==> src/rtl/thr_trig_pkg.sv <==
// Package: shared constants for the threshold trigger.
// Fixes the bit positions of the fields inside the 32-bit source masks
// and the polarity encoding. Assumes channel count stays below 24.
package thr_trig_pkg;

    localparam int MASK_W  = 32;
    localparam int EXT_POS = 30;
    localparam int SW_POS  = 31;
    localparam int LVL_LSB = 24;
    localparam int LVL_W   = 3;

    typedef enum logic {
        POL_OVER  = 1'b0,
        POL_UNDER = 1'b1
    } pol_e;

endpackage

==> src/rtl/thr_chan.sv <==
// Module: per-channel time-over-threshold qualifier.
// Compares each sample with the threshold on the side picked by under_i and
// counts consecutive past samples. Fires a one-cycle pulse, registered, in
// the cycle after the count reaches len_i (0 acts as 1). Disarms on a hit
// and re-arms on the first non-past sample. past_o is the registered past
// flag, aligned with fire_o, for coincidence use.
// Assumes settings are held steady while a run is in progress.
module thr_chan
    import thr_trig_pkg::*;
#(
    parameter int SW = 12,
    parameter int CW = 12
) (
    input  logic          clk,
    input  logic          rst_n,
    input  logic [SW-1:0] smp_i,
    input  logic [SW-1:0] thr_i,
    input  logic [CW-1:0] len_i,
    input  logic          under_i,
    output logic          fire_o,
    output logic          past_o
);

    localparam logic [CW:0] ONE = {{CW{1'b0}}, 1'b1};

    logic          past;
    logic [CW-1:0] run_q;
    logic          armed_q;
    logic [CW:0]   need;
    logic [CW:0]   seen;
    logic          hit;

    // Decide whether the current sample lies past the threshold.
    always_comb begin
        if (pol_e'(under_i) == POL_UNDER) past = (smp_i < thr_i);
        else                              past = (smp_i > thr_i);
    end

    // Compare run length including this sample against the required count.
    always_comb begin
        need = (len_i == '0) ? ONE : {1'b0, len_i};
        seen = {1'b0, run_q} + ONE;
        hit  = past && armed_q && (seen == need);
    end

    // Count consecutive past samples, saturating, cleared by a non-past one.
    always_ff @(posedge clk) begin
        if (!rst_n)          run_q <= '0;
        else if (!past)      run_q <= '0;
        else if (run_q != '1) run_q <= run_q + 1'b1;
    end

    // Disarm on a hit, re-arm once the signal leaves the crossing side.
    always_ff @(posedge clk) begin
        if (!rst_n)     armed_q <= 1'b1;
        else if (hit)   armed_q <= 1'b0;
        else if (!past) armed_q <= 1'b1;
    end

    // Register the hit pulse and the past flag together.
    always_ff @(posedge clk) begin
        if (!rst_n) begin
            fire_o <= 1'b0;
            past_o <= 1'b0;
        end else begin
            fire_o <= hit;
            past_o <= past;
        end
    end

endmodule

==> src/rtl/thr_coinc.sv <==
// Module: coincidence qualifier for channel hits.
// A hit on enabled channel i counts only if the number of other enabled
// channels that are past threshold in the same sample is at least level_i.
// Purely combinational; inputs are the aligned registered channel flags.
module thr_coinc #(
    parameter int NCH = 8,
    parameter int LW  = 3
) (
    input  logic [NCH-1:0] fire_i,
    input  logic [NCH-1:0] past_i,
    input  logic [NCH-1:0] en_i,
    input  logic [LW-1:0]  level_i,
    output logic           hit_o
);

    logic [NCH-1:0] qual;

    for (genvar i = 0; i < NCH; i++) begin : g_qual
        logic [NCH-1:0] others;
        // Other enabled channels past threshold, excluding channel i.
        assign others  = past_i & en_i & ~(NCH'(1) << i);
        // Channel i qualifies when enough others agree.
        assign qual[i] = fire_i[i] && en_i[i]
                         && (int'($countones(others)) >= int'(level_i));
    end

    // Any qualified channel forms the local trigger.
    assign hit_o = |qual;

endmodule

==> src/rtl/thr_emit.sv <==
// Module: source merge and pulse shaper.
// ORs the channel request with the enabled external edge and enabled
// software strobe, then registers it. A request in the cycle right after a
// pulse is absorbed, so the output is never high two cycles in a row.
module thr_emit (
    input  logic clk,
    input  logic rst_n,
    input  logic chan_i,
    input  logic ext_en_i,
    input  logic ext_rise_i,
    input  logic sw_en_i,
    input  logic sw_i,
    output logic pulse_o
);

    logic req;

    // Merge the three sources under their enables.
    always_comb req = chan_i || (ext_en_i && ext_rise_i) || (sw_en_i && sw_i);

    // Register the merged request, blocking back-to-back pulses.
    always_ff @(posedge clk) begin
        if (!rst_n) pulse_o <= 1'b0;
        else        pulse_o <= req && !pulse_o;
    end

endmodule

==> src/rtl/thr_trig_top.sv <==
// Module: multi-channel threshold trigger with coincidence (top).
// Instantiates one qualifier per channel, a coincidence stage for the
// acquisition path, and two shapers for the trigger and trigger-out pulses.
// Assumes NCH < 24 so channel bits stay below the level field, and a
// software strobe lasting one cycle.
module thr_trig_top
    import thr_trig_pkg::*;
#(
    parameter int NCH = 8,
    parameter int SW  = 12,
    parameter int CW  = 12
) (
    input  logic              clk,
    input  logic              rst_n,
    input  logic [NCH*SW-1:0] smp_i,
    input  logic [NCH*SW-1:0] thr_i,
    input  logic [NCH*CW-1:0] len_i,
    input  logic              under_i,
    input  logic [31:0]       acq_mask_i,
    input  logic [31:0]       out_mask_i,
    input  logic              ext_trig_i,
    input  logic              sw_trig_i,
    output logic              trig_o,
    output logic              trig_out_o
);

    logic [NCH-1:0]   fire;
    logic [NCH-1:0]   past;
    logic             ext_q;
    logic             ext_rise;
    logic             local_hit;
    logic             out_chan;
    logic [LVL_W-1:0] level;
    logic             mask_unused;

    for (genvar c = 0; c < NCH; c++) begin : g_chan
        thr_chan #(.SW(SW), .CW(CW)) chan_i (
            .clk     (clk),
            .rst_n   (rst_n),
            .smp_i   (smp_i[c*SW +: SW]),
            .thr_i   (thr_i[c*SW +: SW]),
            .len_i   (len_i[c*CW +: CW]),
            .under_i (under_i),
            .fire_o  (fire[c]),
            .past_o  (past[c])
        );
    end

    // Remember the previous external level for edge detection.
    always_ff @(posedge clk) begin
        if (!rst_n) ext_q <= 1'b0;
        else        ext_q <= ext_trig_i;
    end

    // Decode edge, level field and the direct channel path for trigger-out.
    always_comb begin
        ext_rise    = ext_trig_i && !ext_q;
        level       = acq_mask_i[LVL_LSB +: LVL_W];
        out_chan    = |(fire & out_mask_i[NCH-1:0]);
        mask_unused = ^{acq_mask_i, out_mask_i};
    end

    thr_coinc #(.NCH(NCH), .LW(LVL_W)) coinc_i (
        .fire_i  (fire),
        .past_i  (past),
        .en_i    (acq_mask_i[NCH-1:0]),
        .level_i (level),
        .hit_o   (local_hit)
    );

    thr_emit acq_emit_i (
        .clk        (clk),
        .rst_n      (rst_n),
        .chan_i     (local_hit),
        .ext_en_i   (acq_mask_i[EXT_POS]),
        .ext_rise_i (ext_rise),
        .sw_en_i    (acq_mask_i[SW_POS]),
        .sw_i       (sw_trig_i),
        .pulse_o    (trig_o)
    );

    thr_emit out_emit_i (
        .clk        (clk),
        .rst_n      (rst_n),
        .chan_i     (out_chan),
        .ext_en_i   (out_mask_i[EXT_POS]),
        .ext_rise_i (ext_rise),
        .sw_en_i    (out_mask_i[SW_POS]),
        .sw_i       (sw_trig_i),
        .pulse_o    (trig_out_o)
    );

endmodule

==> config.mk <==
export PLATFORM = sky130hd
export DESIGN_NAME = thr_trig_top
export DESIGN_NICKNAME = d
export VERILOG_FILES = /design/src/rtl/thr_trig_pkg.sv /design/src/rtl/thr_chan.sv /design/src/rtl/thr_coinc.sv /design/src/rtl/thr_emit.sv /design/src/rtl/thr_trig_top.sv
export SDC_FILE = /design/constraint.sdc
export NUM_CORES = 1
export LEC_CHECK = 0
export ABC_AREA = 1
export BUFFER_PORTS_ARGS = -buffer_cell sky130_fd_sc_hd__buf_4
export CORE_UTILIZATION = 45
export CTS_BUF_LIST = sky130_fd_sc_hd__clkbuf_4 sky130_fd_sc_hd__clkbuf_8
export CTS_CLUSTER_SIZE = 14
export DETAILED_ROUTE_END_ITERATION = 16
export PLACE_DENSITY = 0.71
export SYNTH_ARGS = -nofsm -noshare
export SYNTH_HDL_FRONTEND = slang
export SYNTH_SLANG_ARGS = --single-unit
==> constraint.sdc <==
create_clock -name clk -period 4.7 [get_ports clk]
set_clock_uncertainty 0.15 [all_clocks]
set_input_delay 0.47 -clock clk [delete_from_list [all_inputs] [get_ports clk]]
set_output_delay 0.47 -clock clk [all_outputs]
set_load 0.05 [all_outputs]
# ---- Yosys cells after proc, flatten, opt, wreduce, memory -nomap -nowiden
# Cells that the tools add are included.
dict set report word_totals {
  ff_bits 123
  latch_bits 0
  mem_bits_rw 0
  rom_bits 0
  in_bits 357
  output_inout_bits 2
  wordCells 219
  memories 0
}
dict set report op_classes {
  add_sub_neg 38
  multipliers 0
  n_div 0
  n_lt_le_gt_ge 24
  n_eq_ne 24
  shifts 0
  mux 32
  bitwise 2
  reduce_logical 64
}
# operator n
set op_table {}
lappend op_table {{$add 32x32->32} 10}
lappend op_table {{$ge 32x4->1} 8}
lappend op_table {{$add 32x1->32} 4}
lappend op_table {{$add 12x1->13 const B} 8}
lappend op_table {{$eq 13x13->1} 8}
lappend op_table {{$add 12x1->12 const B} 8}
lappend op_table {{$gt 12x12->1} 8}
lappend op_table {{$logic_not 12->1} 8}
lappend op_table {{$lt 12x12->1} 8}
lappend op_table {{$mux 12} 8}
lappend op_table {{$ne 12x12->1 const B} 8}
lappend op_table {{$add 1x32->32} 2}
lappend op_table {{$logic_and 1x1->1} 39}
lappend op_table {{$mux 1} 24}
lappend op_table {{$and 8x8->8} 2}
lappend op_table {{$ne 2x2->1 const B} 8}
lappend op_table {{$reduce_and 2->1} 8}
lappend op_table {{$reduce_or 8->1} 2}
lappend op_table {{$add 1x1->2} 4}
lappend op_table {{$add 1x2->3} 2}
lappend op_table {{$logic_or 1x1->1} 4}
lappend op_table {{$logic_not 1->1} 3}

# ---- Depth between registers and ports, before layout
# Gate-level depths: netlist of the first run.
dict set report depth {
  ltp_word 10
  ltp_mapped 18
  ltp_nobuf 18
}

# ---- By module
# Synthesis of the first run repeated with hierarchy kept, for this count alone.
dict set report hier_totals {
  hier_cells 2142
  hier_area_um2 13061.3
}
# module instances cells_per_inst area_per_inst_um2 seq_area_each_um2
set by_module_without_submodules {}
lappend by_module_without_submodules {thr_chan 8 235 1425.1 300.3}
lappend by_module_without_submodules {thr_coinc 1 224 1461.4 0.0}
lappend by_module_without_submodules {thr_emit 2 9 53.8 20.0}
lappend by_module_without_submodules {thr_trig_top 1 20 91.3 20.0}

# ---- Worst setup path after synthesis of the first run
# OpenSTA, ideal clock, no wires.
dict set report synth_path {
  path_kind {input-to-reg}
  from {input acq_mask_i[0]}
  to {register acq_emit_i.pulse_o}
  setup_time_ns 0.117
  arrival_ns 3.174
  required_ns 4.433
  slack_ns 1.258
  stages 18
  path_buffers 0
  cell_sequence {nand2_1 -> inv_1 -> ha_1 -> ha_1 -> ha_1 -> inv_1 -> o21ai_0 -> inv_1 -> fa_1 -> inv_1 -> ha_1 -> a21boi_0 -> o21ai_0 -> nand3_1 -> nand3_1 -> nand3_1 -> nor2_1 -> a21oi_1}
}
dict set report synth_via {
  elab_chain_cells 10
  word_cells_on_any_way 33
  classes_between {add/sub (12); order compare (7); bitwise (1); reduce/logical (13)}
}
# item line
set synth_lines {}
lappend synth_lines {{start: declaration} thr_trig_top.sv:19} ;# input logic [31:0] acq_mask_i,
lappend synth_lines {{$and 8x8->8} thr_coinc.sv:21} ;# assign others = past_i & en_i & ~(NCH'(1) << i);
lappend synth_lines {{$add 1x1->2 (implied by the code)} thr_coinc.sv:24} ;# && (int'($countones(others)) >= int'(level_i));
lappend synth_lines {{$add 32x1->32 (implied by the code) or $add 32x32->32 (tied branches)} thr_coinc.sv:24}
lappend synth_lines {{$add 32x32->32 (implied by the code)} thr_coinc.sv:24}
lappend synth_lines {{$ge 32x4->1} thr_coinc.sv:24}
lappend synth_lines {{$logic_and 1x1->1} thr_coinc.sv:24}
lappend synth_lines {{$reduce_or 8->1 *} thr_coinc.sv:28} ;# assign hit_o = |qual;
lappend synth_lines {{$logic_or 1x1->1 * (2 in a row)} thr_emit.sv:19} ;# always_comb req = chan_i || (ext_en_i && ext_rise_i) || (sw_en_i && sw_i);
lappend synth_lines {{$logic_and 1x1->1 *} thr_emit.sv:24} ;# else pulse_o <= req && !pulse_o;
lappend synth_lines {{end signal: assignment} thr_emit.sv:24}
lappend synth_lines {{end: declaration} thr_emit.sv:13} ;# output logic pulse_o
# Every way passes the cells marked *; elsewhere a longest branch is shown, timed or not.
# A chain may end at the register's enable or synchronous reset.

# ---- Final worst setup path of the first run
dict set report layout_path {
  from {register g_chan[0].chan_i.past_o}
  to {register acq_emit_i.pulse_o}
}
dict set report layout_via {
  elab_chain_cells 10
  word_cells_on_any_way 31
  classes_between {add/sub (12); order compare (7); bitwise (1); reduce/logical (11)}
}
# item line
set layout_lines {}
lappend layout_lines {{start: declaration} thr_chan.sv:21} ;# output logic past_o
lappend layout_lines {{start signal: assignment} thr_chan.sv:67} ;# past_o <= past;
lappend layout_lines {{$and 8x8->8 *} thr_coinc.sv:21}
lappend layout_lines {{$add 1x1->2 (implied by the code)} thr_coinc.sv:24}
lappend layout_lines {{$add 32x1->32 (implied by the code) or $add 32x32->32 (tied branches)} thr_coinc.sv:24}
lappend layout_lines {{$add 32x32->32 (implied by the code)} thr_coinc.sv:24}
lappend layout_lines {{$ge 32x4->1} thr_coinc.sv:24}
lappend layout_lines {{$logic_and 1x1->1} thr_coinc.sv:24}
lappend layout_lines {{$reduce_or 8->1 *} thr_coinc.sv:28}
lappend layout_lines {{$logic_or 1x1->1 * (2 in a row)} thr_emit.sv:19}
lappend layout_lines {{$logic_and 1x1->1 *} thr_emit.sv:24}
# Marked as above.

==> PnR_summary.wiki, run 1 <==
{| class="wikitable"
! Metric !! Value
|-
| Critical path fanouts, max || 3
|-
| Die Span Y || about 170 µm
|-
| Via Count || 13700
|-
| Proportion of layout cells with a drive suffix above 1 || 0.169
|-
| Leak pwr || about 8 nW
|-
| Start point of the critical path || g_chan[0].chan_i.past_o$_SDFF_PN0_
|-
| Clock Latency Late Sink || about 0.46 ns
|-
| TritonCTS clock tree || done
|-
| Synthesized netlist cell count || 2013
|-
| Hold Crit Start || ext_trig_i
|-
| Net count after synthesis || 2522
|-
| Avg Vias per Cell || a little over 5
|-
| Final routed wirelength across all metal layers || approximately 37000 µm
|-
| Maximum operating frequency || roughly 280 MHz
|-
| Number of I/O port buffers || around 320
|-
| Worst slew pin tran || roughly 0.57 ns
|-
| Master cell of the clock root buffer || sky130_fd_sc_hd__clkbuf_8
|-
| Distinct cell type count of the synthesized netlist || 37
|-
| Arrival time of data at the critical path endpoint || between 3 and 4 ns
|-
| Syn_area_per_cell || approximately 6.1 µm²
|-
| Critical path capture point type || register
|-
| Final period demand of the worst path || approximately 3.6 ns
|-
| Total of cells resized after clock tree synthesis || 0
|-
| Width of the die || approximately 170 µm
|-
| Reported max-cap violation count || 0
|-
| Effective utilization at floorplan || 0.459
|-
| Maximum root-to-sink buffer count || 2
|-
| Number of hold violations in the final report || 0
|-
| Count of clock tree sinks || approximately 120
|-
| Part of the Yosys area used for sequential elements || 0.200
|-
| Number of buffers created by CTS || 17
|-
| Final nets || ~2800
|-
| Rel. slew slack || 0.616
|-
| HPWL after DPL || about 31000 µm
|-
| Power per cell area || ~190 mW/mm²
|-
| Total chip power || 2.85 mW
|-
| Average detailed-routed wire length per instance || around 14 µm
|-
| Max H-tree Level || 4
|-
| Result of the run || finished, final reports clean
|-
| DRC violations left || 0
|-
| Setup Total Neg Slack || 0 ns
|-
| Most frequent cells in the layout || sky130_fd_sc_hd__nand2_1, sky130_fd_sc_hd__inv_1, sky130_fd_sc_hd__buf_4, sky130_fd_sc_hd__nand3_1, sky130_fd_sc_hd__nor2_1
|-
| Origin of the critical flop-to-flop path || g_chan[0].chan_i.past_o$_SDFF_PN0_
|-
| Worst hold-check path type || input pin to register
|-
| Count of boundary I/O pins || about 360
|-
| Worst VDD drop || 0.131 mV
|-
| Antenna violations before repair || 1
|-
| Max-slew violation total from the final report || 0
|-
| Kind of launch point of the worst setup path || register
|-
| Number of global-route vias before repair || 12800
|-
| Post-synthesis to final-layout area growth || 25.1%
|-
| Number of placement rows || 60
|-
| CP Data Required Time || between 4 and 5 ns
|-
| Overflow left after global routing || 0
|-
| Total Die Area || approximately 0.028 mm²
|-
| Warnings from Yosys || 0
|-
| Final Setup Violations || 0
|-
| Final worst path period share || 0.768
|-
| Pin count of the biggest net entering global routing || 17
|-
| Reg clk slew, reported paths || 0.07 ns
|-
| Unrepaired setup endpoints after global routing || false
|-
| Total iterations of the first detailed-routing run || 7
|-
| Commonest non-fill, non-tap cell in the layout || sky130_fd_sc_hd__nand2_1
|-
| Wire length of the first global-routing pass || between 60000 and 70000 µm
|-
| Final estimated routing congestion in global placement || just over 0.9
|-
| Iter 0 DRT Violations || ~930
|-
| Antenna Violating Nets Remaining || 0
|-
| Register bit total from synthesis || roughly 120
|-
| Number of setup buffers added after CTS || 0
|-
| GRT Total Usage || 0.267
|-
| Critical Setup Path Class || register to register
|-
| Mapped Area || ~0.012 mm²
|-
| Area of the core || about 0.027 mm²
|-
| Hold-fix buffers at CTS || 0
|}
-- cells by family (layout without fill, tap and decap cells) --
group,count (synthesis),in the layout,share of synthesized area
flops,123,123,0.200
other cells,0,1,0
buf+inv,385,710,0.119
fa+ha+maj,152,152,0.159
xor+xnor,39,39,0.0277
compound gates,221,221,0.101
simple gates,1093,1093,0.394
-- flip-flops by register name, summed over array words and instances (netlist names) --
name                   cells
g_chan.chan_i.run_q       96
out_emit_i.pulse_o         1
g_chan.chan_i.fire_o       8
g_chan.chan_i.armed_q      8
acq_emit_i.pulse_o         1
g_chan.chan_i.past_o       8
ext_q                      1
-- per-stage QoR --
| stage | area, µm² | hold slack [ns] | utilization | std cells | setup WS, ns |
|---|---|---|---|---|---|
| finish | 15400 | 0.0677 | 0.574 | 2680 | 1.09 |
| global route | 15400 | 0.0493 | 0.573 | 2679 | 0.797 |
| CTS | 15400 | 0.0467 | 0.573 | 2679 | 1.10 |
| detailed placement | 15000 | 0.262 | 0.559 | 2650 | 0.802 |
| global placement | 15000 | 0.256 | 0.559 | 2650 | 0.822 |
| floorplan | 12300 | 0.267 | - | 2013 | 1.26 |
-- worst paths after layout --
path / endpoint / cells past startpoint / slack, ns
min reg2reg: out_emit_i.pulse_o$_SDFF_PN0_ / 1 / 0.27
max reg2reg: acq_emit_i.pulse_o$_SDFF_PN0_ / 16 / 1.09
min: ext_q$_SDFF_PN0_ / 3 / 0.07
max: acq_emit_i.pulse_o$_SDFF_PN0_ / 16 / 1.09
-- layer usage --
metal	wire length, µm	share of wire	vias up	GRT usage
met5	0	0	-	0
met4	735	0.020	0	0.0706
met3	2390	0.064	51	0.0537
met2	16600	0.45	433	0.435
met1	17500	0.47	6066	0.357
li1	-	-	7145	-
-- Yosys cell counts --
cell type | number | area (µm²)
sky130_fd_sc_hd__nand2_1 | 558 | 2090
sky130_fd_sc_hd__inv_1 | 361 | 1360
sky130_fd_sc_hd__nand3_1 | 217 | 1090
sky130_fd_sc_hd__nor2_1 | 174 | 653
sky130_fd_sc_hd__ha_1 | 145 | 1810
sky130_fd_sc_hd__dfxtp_1 | 123 | 2460
sky130_fd_sc_hd__a21oi_1 | 104 | 521
sky130_fd_sc_hd__nand4_1 | 64 | 400
sky130_fd_sc_hd__a31oi_1 | 43 | 269
sky130_fd_sc_hd__o21ai_0 | 43 | 215
sky130_fd_sc_hd__xor2_1 | 24 | 210
sky130_fd_sc_hd__nand3b_1 | 16 | 120
sky130_fd_sc_hd__nor2_4 | 15 | 169
sky130_fd_sc_hd__xnor2_1 | 15 | 131
sky130_fd_sc_hd__nor3_1 | 13 | 65.1
sky130_fd_sc_hd__nor2_2 | 12 | 75.1
sky130_fd_sc_hd__o21bai_1 | 10 | 75.1
sky130_fd_sc_hd__buf_2 | 9 | 45.0
sky130_fd_sc_hd__o21a_1 | 9 | 67.6
sky130_fd_sc_hd__clkbuf_1 | 8 | 30.0
sky130_fd_sc_hd__a21boi_0 | 7 | 52.6
sky130_fd_sc_hd__fa_1 | 7 | 140
sky130_fd_sc_hd__nand2_2 | 7 | 43.8
sky130_fd_sc_hd__nand3_2 | 7 | 70.1
sky130_fd_sc_hd__buf_4 | 3 | 22.5
sky130_fd_sc_hd__nor3_2 | 3 | 30.0
sky130_fd_sc_hd__or2_2 | 3 | 18.8
sky130_fd_sc_hd__and2_1 | 2 | 12.5
sky130_fd_sc_hd__clkinv_1 | 2 | 7.51
sky130_fd_sc_hd__o21ai_1 | 2 | 10.0
sky130_fd_sc_hd__a311oi_1 | 1 | 8.76
sky130_fd_sc_hd__a32o_1 | 1 | 10.0
sky130_fd_sc_hd__buf_1 | 1 | 3.75
sky130_fd_sc_hd__inv_2 | 1 | 3.75
sky130_fd_sc_hd__nor4_2 | 1 | 12.5
sky130_fd_sc_hd__o21bai_2 | 1 | 11.3
sky130_fd_sc_hd__or2_1 | 1 | 6.26
-- layout make-up --
cell class	instances	area, µm²
Antenna cell	1	2.50
Clock buffer	22	290
Clock inverter	7	92.6
Fill cell	2708	11500
Inverter	364	1370
Multi-Input combinational cell	1505	8390
Sequential cell	123	2460
Tap cell	341	427
Timing Repair Buffer	317	2380
-- report_power, final --
part / switching (mW) / internal, mW
clock: 0.431 / 0.514
combinational: 0.429 / 0.404
sequential: 0.0158 / 1.06
-- worst max-delay path, stage by stage (launching register included) --
cell and delay [ns]:
sky130_fd_sc_hd__dfxtp_1 0.30, sky130_fd_sc_hd__nand2_1 0.08, sky130_fd_sc_hd__inv_1 0.07, sky130_fd_sc_hd__ha_1 0.30, sky130_fd_sc_hd__ha_1 0.34, sky130_fd_sc_hd__ha_1 0.35, sky130_fd_sc_hd__inv_1 0.07, sky130_fd_sc_hd__o21ai_0 0.29
sky130_fd_sc_hd__fa_1 0.48, sky130_fd_sc_hd__ha_1 0.30, sky130_fd_sc_hd__a21boi_0 0.13, sky130_fd_sc_hd__o21ai_0 0.16, sky130_fd_sc_hd__nand3_1 0.11, sky130_fd_sc_hd__nand3_1 0.09, sky130_fd_sc_hd__nand3_1 0.11, sky130_fd_sc_hd__nor2_1 0.12
sky130_fd_sc_hd__a21oi_1 0.06
Note: power is estimated with default switching activity, not from simulation.
==> inputs of run 2 (changes only) <==
Clock period 4.7 ns to 3.4 ns, I/O delays scaled along.
==> PnR_summary.wiki, run 2 (synthesized netlist as in run 1, its figures left out) <==
{| class="wikitable"
! Metric !! Value
|-
| Worst hold-check path type || input pin to register (unchanged)
|-
| Filler Cells Inserted || 2651 (was 2708)
|-
| Wire length of the first global-routing pass || 60300 µm (was 60200 µm)
|-
| Avg Vias per Cell || 5.10 (was 5.11)
|-
| Post-layout worst setup margin || 0.116 ns (was 1.09 ns)
|-
| Max H-tree Level || 4 (unchanged)
|-
| Kind of launch point of the worst setup path || register (unchanged)
|-
| Final period demand of the worst path || 3.28 ns (was 3.61 ns)
|-
| DRC violations left || 0 (unchanged)
|-
| Iter 0 DRT Violations || 831 (was 932)
|-
| Most flop-heavy register || g_chan.chan_i.run_q (unchanged)
|-
| Worst hold slack across all endpoints || 0.0747 ns (was 0.0677 ns)
|-
| Worst VDD drop || 0.196 mV (was 0.131 mV)
|-
| Number of global-route vias before repair || 12900 (was 12800)
|-
| Terminating pin of the worst hold path || out_emit_i.pulse_o$_SDFF_PN0_ (was ext_q$_SDFF_PN0_)
|-
| Largest register FFs || 96 (unchanged)
|-
| Result of the run || finished, final reports clean (unchanged)
|-
| Critical path capture point type || register (unchanged)
|-
| Average detailed-routed wire length per instance || 13.8 µm (was 13.9 µm)
|-
| CP Data Required Time || 3.58 ns (was 4.89 ns)
|-
| Max-slew violation total from the final report || 0 (unchanged)
|-
| Final routed wirelength across all metal layers || 37400 µm (was 37200 µm)
|-
| Leak pwr || 8.09 nW (was 7.94 nW)
|-
| Final nets || 2860 (was 2837)
|-
| Overflow left after global routing || 0 (unchanged)
|-
| Antenna violations before repair || 2 (was 1)
|-
| Final Setup Violations || 0 (unchanged)
|-
| Final worst path period share || 0.966 (was 0.768)
|-
| GRT Total Usage || 0.266 (was 0.267)
|-
| Worst Reg2Reg Path Length in Cells || 17 (was 16)
|-
| Pin count of the biggest net entering global routing || 17 (unchanged)
|-
| Clock Latency Late Sink || 0.45 ns (was 0.46 ns)
|-
| Reported max-cap violation count || 0 (unchanged)
|-
| Cell count of the worst hold path || 3 (unchanged)
|-
| TritonCTS clock tree || done (unchanged)
|-
| Via Count || 13800 (was 13700)
|-
| Maximum root-to-sink buffer count || 2 (unchanged)
|-
| Final estimated routing congestion in global placement || 0.930 (was 0.910)
|-
| Master cell of the clock root buffer || sky130_fd_sc_hd__clkbuf_8 (unchanged)
|-
| Reg clk slew, reported paths || 0.08 ns (was 0.07 ns)
|-
| Rel. slew slack || 0.629 (was 0.616)
|-
| Area of the core || 0.0269 mm² (unchanged)
|-
| Number of I/O port buffers || 317 (unchanged)
|-
| Critical Setup Path Class || register to register (unchanged)
|-
| Reg2Reg Setup Slack || 0.12 ns (was 1.09 ns)
|-
| Worst slew pin tran || 0.555 ns (was 0.574 ns)
|-
| Hold Crit Start || out_mask_i[31] (was ext_trig_i)
|-
| Post-synthesis to final-layout area growth || 28.1% (was 25.1%)
|-
| Arrival time of data at the critical path endpoint || 3.46 ns (was 3.80 ns)
|-
| RR Endpoint || acq_emit_i.pulse_o$_SDFF_PN0_ (unchanged)
|-
| Maximum operating frequency || 304 MHz (was 277 MHz)
|-
| Number of hold violations in the final report || 0 (unchanged)
|-
| Minimum setup slack after placement || -0.364 ns (was 0.802 ns)
|-
| Effective utilization at floorplan || 0.459 (unchanged)
|-
| Total iterations of the first detailed-routing run || 5 (was 7)
|-
| Critical path fanouts, max || 4 (was 3)
|-
| Antenna Violating Nets Remaining || 0 (unchanged)
|-
| Total Die Area || 0.0280 mm² (unchanged)
|-
| Commonest non-fill, non-tap cell in the layout || sky130_fd_sc_hd__nand2_1 (unchanged)
|-
| HPWL after DPL || 31400 µm (was 31500 µm)
|-
| Most frequent cells in the layout || sky130_fd_sc_hd__nand2_1, sky130_fd_sc_hd__inv_1, sky130_fd_sc_hd__buf_4, sky130_fd_sc_hd__nand3_1, sky130_fd_sc_hd__nor2_1 (unchanged)
|-
| Count of clock tree sinks || 123 (unchanged)
|-
| Proportion of layout cells with a drive suffix above 1 || 0.187 (was 0.169)
|-
| Die Span Y || 167 µm (unchanged)
|-
| Count of boundary I/O pins || 359 (unchanged)
|-
| Width of the die || 167 µm (unchanged)
|-
| Power per cell area || 270 mW/mm² (was 185 mW/mm²)
|-
| Number of buffers created by CTS || 17 (unchanged)
|-
| Origin of the critical flop-to-flop path || g_chan[5].chan_i.past_o$_SDFF_PN0_ (was g_chan[0].chan_i.past_o$_SDFF_PN0_)
|-
| Number of placement rows || 60 (unchanged)
|}
[run 2: changes by cell type in the layout (fill, tap and decap cells not counted), moves of 4 or more]
cell                       before  now
sky130_fd_sc_hd__o21ai_1        2    8
sky130_fd_sc_hd__ha_4           0    5
sky130_fd_sc_hd__buf_4        317  338
sky130_fd_sc_hd__ha_1         145  140
sky130_fd_sc_hd__o21ai_0       43   36
sky130_fd_sc_hd__clkinv_4       0    5
sky130_fd_sc_hd__inv_6          0    4
[run 2: cell type report]
| cell class | instances | area, µm² | share of cell area |
|---|---|---|---|
| sequential | 123 | 2460 | 0.156 |
| tap | 341 | 427 | 0.0270 |
| antenna | 1 | 2.50 | 0.000158 |
| clock inverter | 15 | 236 | 0.0150 |
| clock buffer | 17 | 234 | 0.0148 |
| inverter | 364 | 1370 | 0.0865 |
| multi-input combinational | 1505 | 8500 | 0.539 |
| timing repair buffer | 340 | 2560 | 0.162 |
[run 2: worst max path at each step]
stage | slack (ns) | start | endpoint | cells past startpoint
2_1_floorplan | 0.09 | acq_mask_i[0] | acq_emit_i.pulse_o$_SDFF_PN0_ | 18
3_3_place_gp | -0.25 | acq_mask_i[0] | acq_emit_i.pulse_o$_SDFF_PN0_ | 19
3_5_place_dp | -0.36 | acq_mask_i[1] | acq_emit_i.pulse_o$_SDFF_PN0_ | 19
4_1_cts | 0.01 | g_chan[1].chan_i.past_o$_SDFF_PN0_ | acq_emit_i.pulse_o$_SDFF_PN0_ | 16
5_1_grt | -0.08 | g_chan[5].chan_i.past_o$_SDFF_PN0_ | acq_emit_i.pulse_o$_SDFF_PN0_ | 17
6_report | 0.12 | g_chan[5].chan_i.past_o$_SDFF_PN0_ | acq_emit_i.pulse_o$_SDFF_PN0_ | 17
[run 2: report_power, final]
group	internal, mW	switching (mW)
Sequential	1.47	0.0230
Combinational	0.603	0.619
Clock	0.888	0.670
[run 2: repair_timing]
action / in CTS / in global routing
resized for setup: 4 / 24
pin swaps: 0 / 11
endpoints found under the hold margin: 1 / 0
buffers inserted: 0 / 3
hold buffers: 1 / 0
endpoints found under the setup margin: 1 / 1
cloned: 0 / 0
[run 2: metal layers]
| metal | part of all wire | track usage | up-vias |
|---|---|---|---|
| met5 | 0.00032 | 0 | - |
| met4 | 0.018 | 0.0694 | 2 |
| met3 | 0.072 | 0.0461 | 48 |
| met2 | 0.44 | 0.439 | 444 |
| met1 | 0.47 | 0.358 | 6122 |
| li1 | - | - | 7198 |
[run 2: metrics by stage]
| stage | util | cells | instance area, µm² | power [mW] | TNS [ns] |
|---|---|---|---|---|---|
| global placement | 0.564 | 2669 | 15200 | 2.66 | -0.253 |
| floorplan | - | 2013 | 12300 | 2.16 | 0 |
| finish | 0.588 | 2706 | 15800 | 4.27 | 0 |
| CTS | 0.583 | 2702 | 15700 | 4.27 | 0 |
| global route | 0.587 | 2705 | 15800 | 4.53 | -0.0762 |
| detailed placement | 0.564 | 2669 | 15200 | 2.70 | -0.364 |
[run 2: critical path: stages, from the launching register on]
cell                      delay, ns
sky130_fd_sc_hd__dfxtp_1       0.33
sky130_fd_sc_hd__nand2_1       0.11
sky130_fd_sc_hd__xor2_2        0.27
sky130_fd_sc_hd__ha_4          0.16
sky130_fd_sc_hd__inv_1         0.05
sky130_fd_sc_hd__fa_2          0.59
sky130_fd_sc_hd__xnor2_1       0.08
sky130_fd_sc_hd__buf_4         0.14
sky130_fd_sc_hd__ha_1          0.21
sky130_fd_sc_hd__a21oi_2       0.13
sky130_fd_sc_hd__xor2_1        0.17
sky130_fd_sc_hd__ha_1          0.24
sky130_fd_sc_hd__o21ai_1       0.07
sky130_fd_sc_hd__nand4_1       0.09
sky130_fd_sc_hd__nand3_1       0.11
sky130_fd_sc_hd__nand2_1       0.08
sky130_fd_sc_hd__nor2_2        0.12
sky130_fd_sc_hd__a21oi_1       0.07
==> inputs of run 3 (changes only) <==
Settings changed: ABC_AREA 1 to 0, PLACE_DENSITY 0.71 to 0.72.
==> PnR_summary.wiki, run 3 <==
{| class="wikitable"
! Metric !! Value
|-
| Largest register FFs || 96 (unchanged)
|-
| Die Span Y || 160 µm (was 167 µm)
|-
| Via Count || 11400 (was 13800)
|-
| Yosys top cell by area || sky130_fd_sc_hd__dfxtp_1 (unchanged)
|-
| Area of all placed cells without fillers || 0.0148 mm² (was 0.0158 mm²)
|-
| Number of enable-type register cells in the synthesized netlist || 0 (unchanged)
|-
| GRT Total Usage || 0.254 (was 0.266)
|-
| Worst slew pin tran || 0.644 ns (was 0.555 ns)
|-
| HPWL after DPL || 27200 µm (was 31400 µm)
|-
| RR Endpoint || acq_emit_i.pulse_o$_SDFF_PN0_ (unchanged)
|-
| Rel. slew slack || 0.567 (was 0.629)
|-
| CP Data Required Time || 3.57 ns (was 3.58 ns)
|-
| Final nets || 2269 (was 2860)
|-
| Number of global-route vias before repair || 11000 (was 12900)
|-
| Max stage delay on crit path || 0.60 ns (was 0.59 ns)
|-
| TritonCTS clock tree || done (unchanged)
|-
| Average detailed-routed wire length per instance || 15.5 µm (was 13.8 µm)
|-
| Number of buffers created by CTS || 17 (unchanged)
|-
| Net count after synthesis || 1916 (was 2522)
|-
| Reported max-cap violation count || 0 (unchanged)
|-
| Number of I/O port buffers || 317 (unchanged)
|-
| Antenna Violating Nets Remaining || 0 (unchanged)
|-
| Area after DPL || 0.0143 mm² (was 0.0152 mm²)
|-
| Final cell count without fillers || 2097 (was 2706)
|-
| Number of instances in the placed design || 2060 (was 2669)
|-
| Worst hold slack across all endpoints || 0.113 ns (was 0.0747 ns)
|-
| Critical path capture point type || register (unchanged)
|-
| Top_reg_cell synth || sky130_fd_sc_hd__dfxtp_1 (unchanged)
|-
| Share of the core filled with cells in the final layout || 0.607 (was 0.588)
|-
| Wire length of the first global-routing pass || 53100 µm (was 60300 µm)
|-
| Most flop-heavy register || g_chan.chan_i.run_q (unchanged)
|-
| Most frequent cells in the layout || sky130_fd_sc_hd__buf_4, sky130_fd_sc_hd__inv_1, sky130_fd_sc_hd__ha_1, sky130_fd_sc_hd__dfxtp_1, sky130_fd_sc_hd__a21oi_1 (was sky130_fd_sc_hd__nand2_1, sky130_fd_sc_hd__inv_1, sky130_fd_sc_hd__buf_4, sky130_fd_sc_hd__nand3_1, sky130_fd_sc_hd__nor2_1)
|-
| Leak pwr || 6.89 nW (was 8.09 nW)
|-
| Slowest cell on the critical path || sky130_fd_sc_hd__fa_2 (unchanged)
|-
| Area share of the largest cell type after synthesis || 0.219 (was 0.200)
|-
| Most frequent cell on the critical path || sky130_fd_sc_hd__ha_4
|-
| Origin of the critical flop-to-flop path || g_chan[1].chan_i.past_o$_SDFF_PN0_ (was g_chan[5].chan_i.past_o$_SDFF_PN0_)
|-
| Minimum setup slack after placement || -0.407 ns (was -0.364 ns)
|-
| Warnings from Yosys || 0 (unchanged)
|-
| Syn_area_per_cell || 8.00 µm² (was 6.12 µm²)
|-
| Commonest non-fill, non-tap cell in the layout || sky130_fd_sc_hd__buf_4 (was sky130_fd_sc_hd__nand2_1)
|-
| Critical path endpoint || acq_emit_i.pulse_o$_SDFF_PN0_ (unchanged)
|-
| Maximum operating frequency || 290 MHz (was 304 MHz)
|-
| Effective utilization at floorplan || 0.461 (was 0.459)
|-
| Final Setup Violations || 1 (was 0)
|-
| Antenna violations before repair || 0 (was 2)
|-
| Iter 0 DRT Violations || 696 (was 831)
|-
| ANT cells || 0 (was 1)
|-
| Filler Cells Inserted || 2227 (was 2651)
|-
| Avg Vias per Cell || 5.45 (was 5.10)
|-
| Register bit total from synthesis || 123 (unchanged)
|-
| Worst VDD drop || 0.184 mV (was 0.196 mV)
|-
| Start point of the critical path || g_chan[1].chan_i.past_o$_SDFF_PN0_ (was g_chan[5].chan_i.past_o$_SDFF_PN0_)
|-
| Worst Reg2Reg Path Length in Cells || 11 (was 17)
|-
| Mapped Area || 0.0113 mm² (was 0.0123 mm²)
|-
| Count of clock tree sinks || 123 (unchanged)
|-
| Post-synthesis to final-layout area growth || 31.6% (was 28.1%)
|-
| Width of the die || 160 µm (was 167 µm)
|-
| Result of the run || finished with violations (was finished, final reports clean)
|-
| Number of hold violations in the final report || 0 (unchanged)
|-
| Final routed wirelength across all metal layers || 32500 µm (was 37400 µm)
|-
| Area of the core || 0.0244 mm² (was 0.0269 mm²)
|-
| Number of placement rows || 57 (was 60)
|-
| Arrival time of data at the critical path endpoint || 3.61 ns (was 3.46 ns)
|-
| Count of boundary I/O pins || 359 (unchanged)
|-
| Setup Total Neg Slack || -0.0433 ns (was 0 ns)
|-
| Share of flip-flops with an asynchronous set or reset after synthesis || 0 (unchanged)
|-
| Kind of launch point of the worst setup path || register (unchanged)
|-
| Distinct cell type count of the synthesized netlist || 80 (was 37)
|-
| CP cell instances || and2_4, ha_4, ha_4, fa_2, fa_1, ha_1, a21o_1, a221oi_2, o22ai_2, a311oi_2, a311oi_1 (was nand2_1, xor2_2, ha_4, inv_1, fa_2, xnor2_1, buf_4, ha_1, a21oi_2, xor2_1, ha_1, o21ai_1, nand4_1, nand3_1, nand2_1, nor2_2, a21oi_1)
|-
| Total Die Area || 0.0256 mm² (was 0.0280 mm²)
|-
| Reg2Reg Setup Slack || -0.04 ns (was 0.12 ns)
|-
| Part of the Yosys area used for sequential elements || 0.219 (was 0.200)
|-
| Cell types with the highest counts after synthesis || sky130_fd_sc_hd__inv_1, sky130_fd_sc_hd__ha_1, sky130_fd_sc_hd__dfxtp_1 (was sky130_fd_sc_hd__nand2_1, sky130_fd_sc_hd__inv_1, sky130_fd_sc_hd__nand3_1)
|-
| Final period demand of the worst path || 3.44 ns (was 3.28 ns)
|-
| Unrepaired setup endpoints after global routing || true
|-
| Final estimated routing congestion in global placement || 0.923 (was 0.930)
|-
| Final worst path period share || 1.01 (was 0.966)
|-
| DRC violations left || 0 (unchanged)
|-
| Critical Setup Path Class || register to register (unchanged)
|-
| Proportion of layout cells with a drive suffix above 1 || 0.261 (was 0.187)
|-
| Post-layout worst setup margin || -0.0433 ns (was 0.116 ns)
|-
| Worst hold-check path type || input pin to register (unchanged)
|-
| Maximum root-to-sink buffer count || 2 (unchanged)
|-
| Clock Latency Late Sink || 0.44 ns (was 0.45 ns)
|-
| Master cell of the clock root buffer || sky130_fd_sc_hd__clkbuf_8 (unchanged)
|-
| Power per cell area || 268 mW/mm² (was 270 mW/mm²)
|-
| Overflow left after global routing || 0 (unchanged)
|-
| Pin count of the biggest net entering global routing || 17 (unchanged)
|-
| Cell types with the largest area share after synthesis || sky130_fd_sc_hd__dfxtp_1, sky130_fd_sc_hd__ha_1, sky130_fd_sc_hd__xnor2_1 (was sky130_fd_sc_hd__dfxtp_1, sky130_fd_sc_hd__nand2_1, sky130_fd_sc_hd__ha_1)
|-
| Max H-tree Level || 4 (unchanged)
|-
| Critical path fanouts, max || 4 (unchanged)
|-
| Max-slew violation total from the final report || 0 (unchanged)
|-
| Violations in the final reports || setup timing
|-
| Total chip power || 3.97 mW (was 4.27 mW)
|-
| Total iterations of the first detailed-routing run || 5 (unchanged)
|-
| Synthesized netlist cell count || 1407 (was 2013)
|-
| Reg clk slew, reported paths || 0.08 ns (about the same)
|-
| Library cell with the highest instance count after synthesis || sky130_fd_sc_hd__inv_1 (was sky130_fd_sc_hd__nand2_1)
|}
-- run 3: cell count changes after synthesis, moves of 26 or more --
| cell | delta |
|---|---|
| sky130_fd_sc_hd__nor2_1 | -91 |
| sky130_fd_sc_hd__a21o_1 | +48 |
| sky130_fd_sc_hd__nor4_1 | +26 |
| sky130_fd_sc_hd__nand3_1 | -158 |
| sky130_fd_sc_hd__inv_1 | -198 |
| sky130_fd_sc_hd__xor2_1 | +53 |
| sky130_fd_sc_hd__nand2_1 | -493 |
| sky130_fd_sc_hd__nor3_1 | +30 |
| sky130_fd_sc_hd__xnor2_1 | +84 |
-- run 3: critical path, delay by kind of cell, from the launching register on --
| kind | cells | cell delay (ns) |
|---|---|---|
| adders and majority gates | 5 | 1.73 |
| AOI/OAI and AO/OA | 5 | 0.97 |
| DFF | 1 | 0.31 |
| and+or+nand+nor | 1 | 0.16 |
-- run 3: cell families after synthesis --
kind of cell    share of synthesized area
simple gates                        0.197
compound gates                      0.181
buf+inv                            0.0690
xor+xnor                            0.139
fa+ha+maj                           0.175
flops                               0.219
mux                                0.0201
-- run 3: final cells by class --
| type | instances | area (µm²) | area share |
|---|---|---|---|
| clock buffer | 18 | 248 | 0.0167 |
| tap | 324 | 405 | 0.0274 |
| inverter | 163 | 612 | 0.0413 |
| timing repair buffer | 371 | 2790 | 0.189 |
| clock inverter | 14 | 98.8 | 0.00667 |
| sequential | 123 | 2470 | 0.167 |
| multi-input combinational | 1084 | 8190 | 0.553 |
-- run 3: worst min path at each step --
stage | startpoint | to | slack (ns) | cells after the start
5_1_grt | rst_n | acq_emit_i.pulse_o$_SDFF_PN0_ | 0.08 | 3
2_1_floorplan | g_chan[2].chan_i.armed_q$_SDFFE_PN1P_ | g_chan[2].chan_i.fire_o$_SDFF_PN0_ | 0.27 | 2
4_1_cts | rst_n | out_emit_i.pulse_o$_SDFF_PN0_ | 0.07 | 3
3_3_place_gp | out_emit_i.pulse_o$_SDFF_PN0_ | out_emit_i.pulse_o$_SDFF_PN0_ | 0.26 | 1
6_report | rst_n | out_emit_i.pulse_o$_SDFF_PN0_ | 0.11 | 3
3_5_place_dp | out_emit_i.pulse_o$_SDFF_PN0_ | out_emit_i.pulse_o$_SDFF_PN0_ | 0.27 | 1
-- run 3: per-layer routing --
| layer | up-vias | GRT usage | routed length (µm) |
|---|---|---|---|
| met4 | 0 | 0.0628 | 576 |
| li1 | 5743 | - | - |
| met2 | 368 | 0.416 | 14800 |
| met5 | - | 0 | 0 |
| met1 | 5264 | 0.335 | 15100 |
| met3 | 49 | 0.0613 | 2090 |
-- run 3: what timing repair did --
item,in CTS,in global routing
hold endpoints to repair,1,0
gates resized for setup,8,31
gates cloned,0,0
pin swaps,4,18
hold buffers,2,0
endpoints found under the setup margin,1,1
buffers inserted,1,2
-- run 3: power breakdown --
part	switching [mW]	leakage [nW]	total, mW	internal, mW
Clock	0.635	0.159	1.16	0.520
Sequential	0.0362	0.997	1.51	1.47
Combinational	0.591	5.74	1.31	0.718
Total	1.26	6.89	3.97	2.71
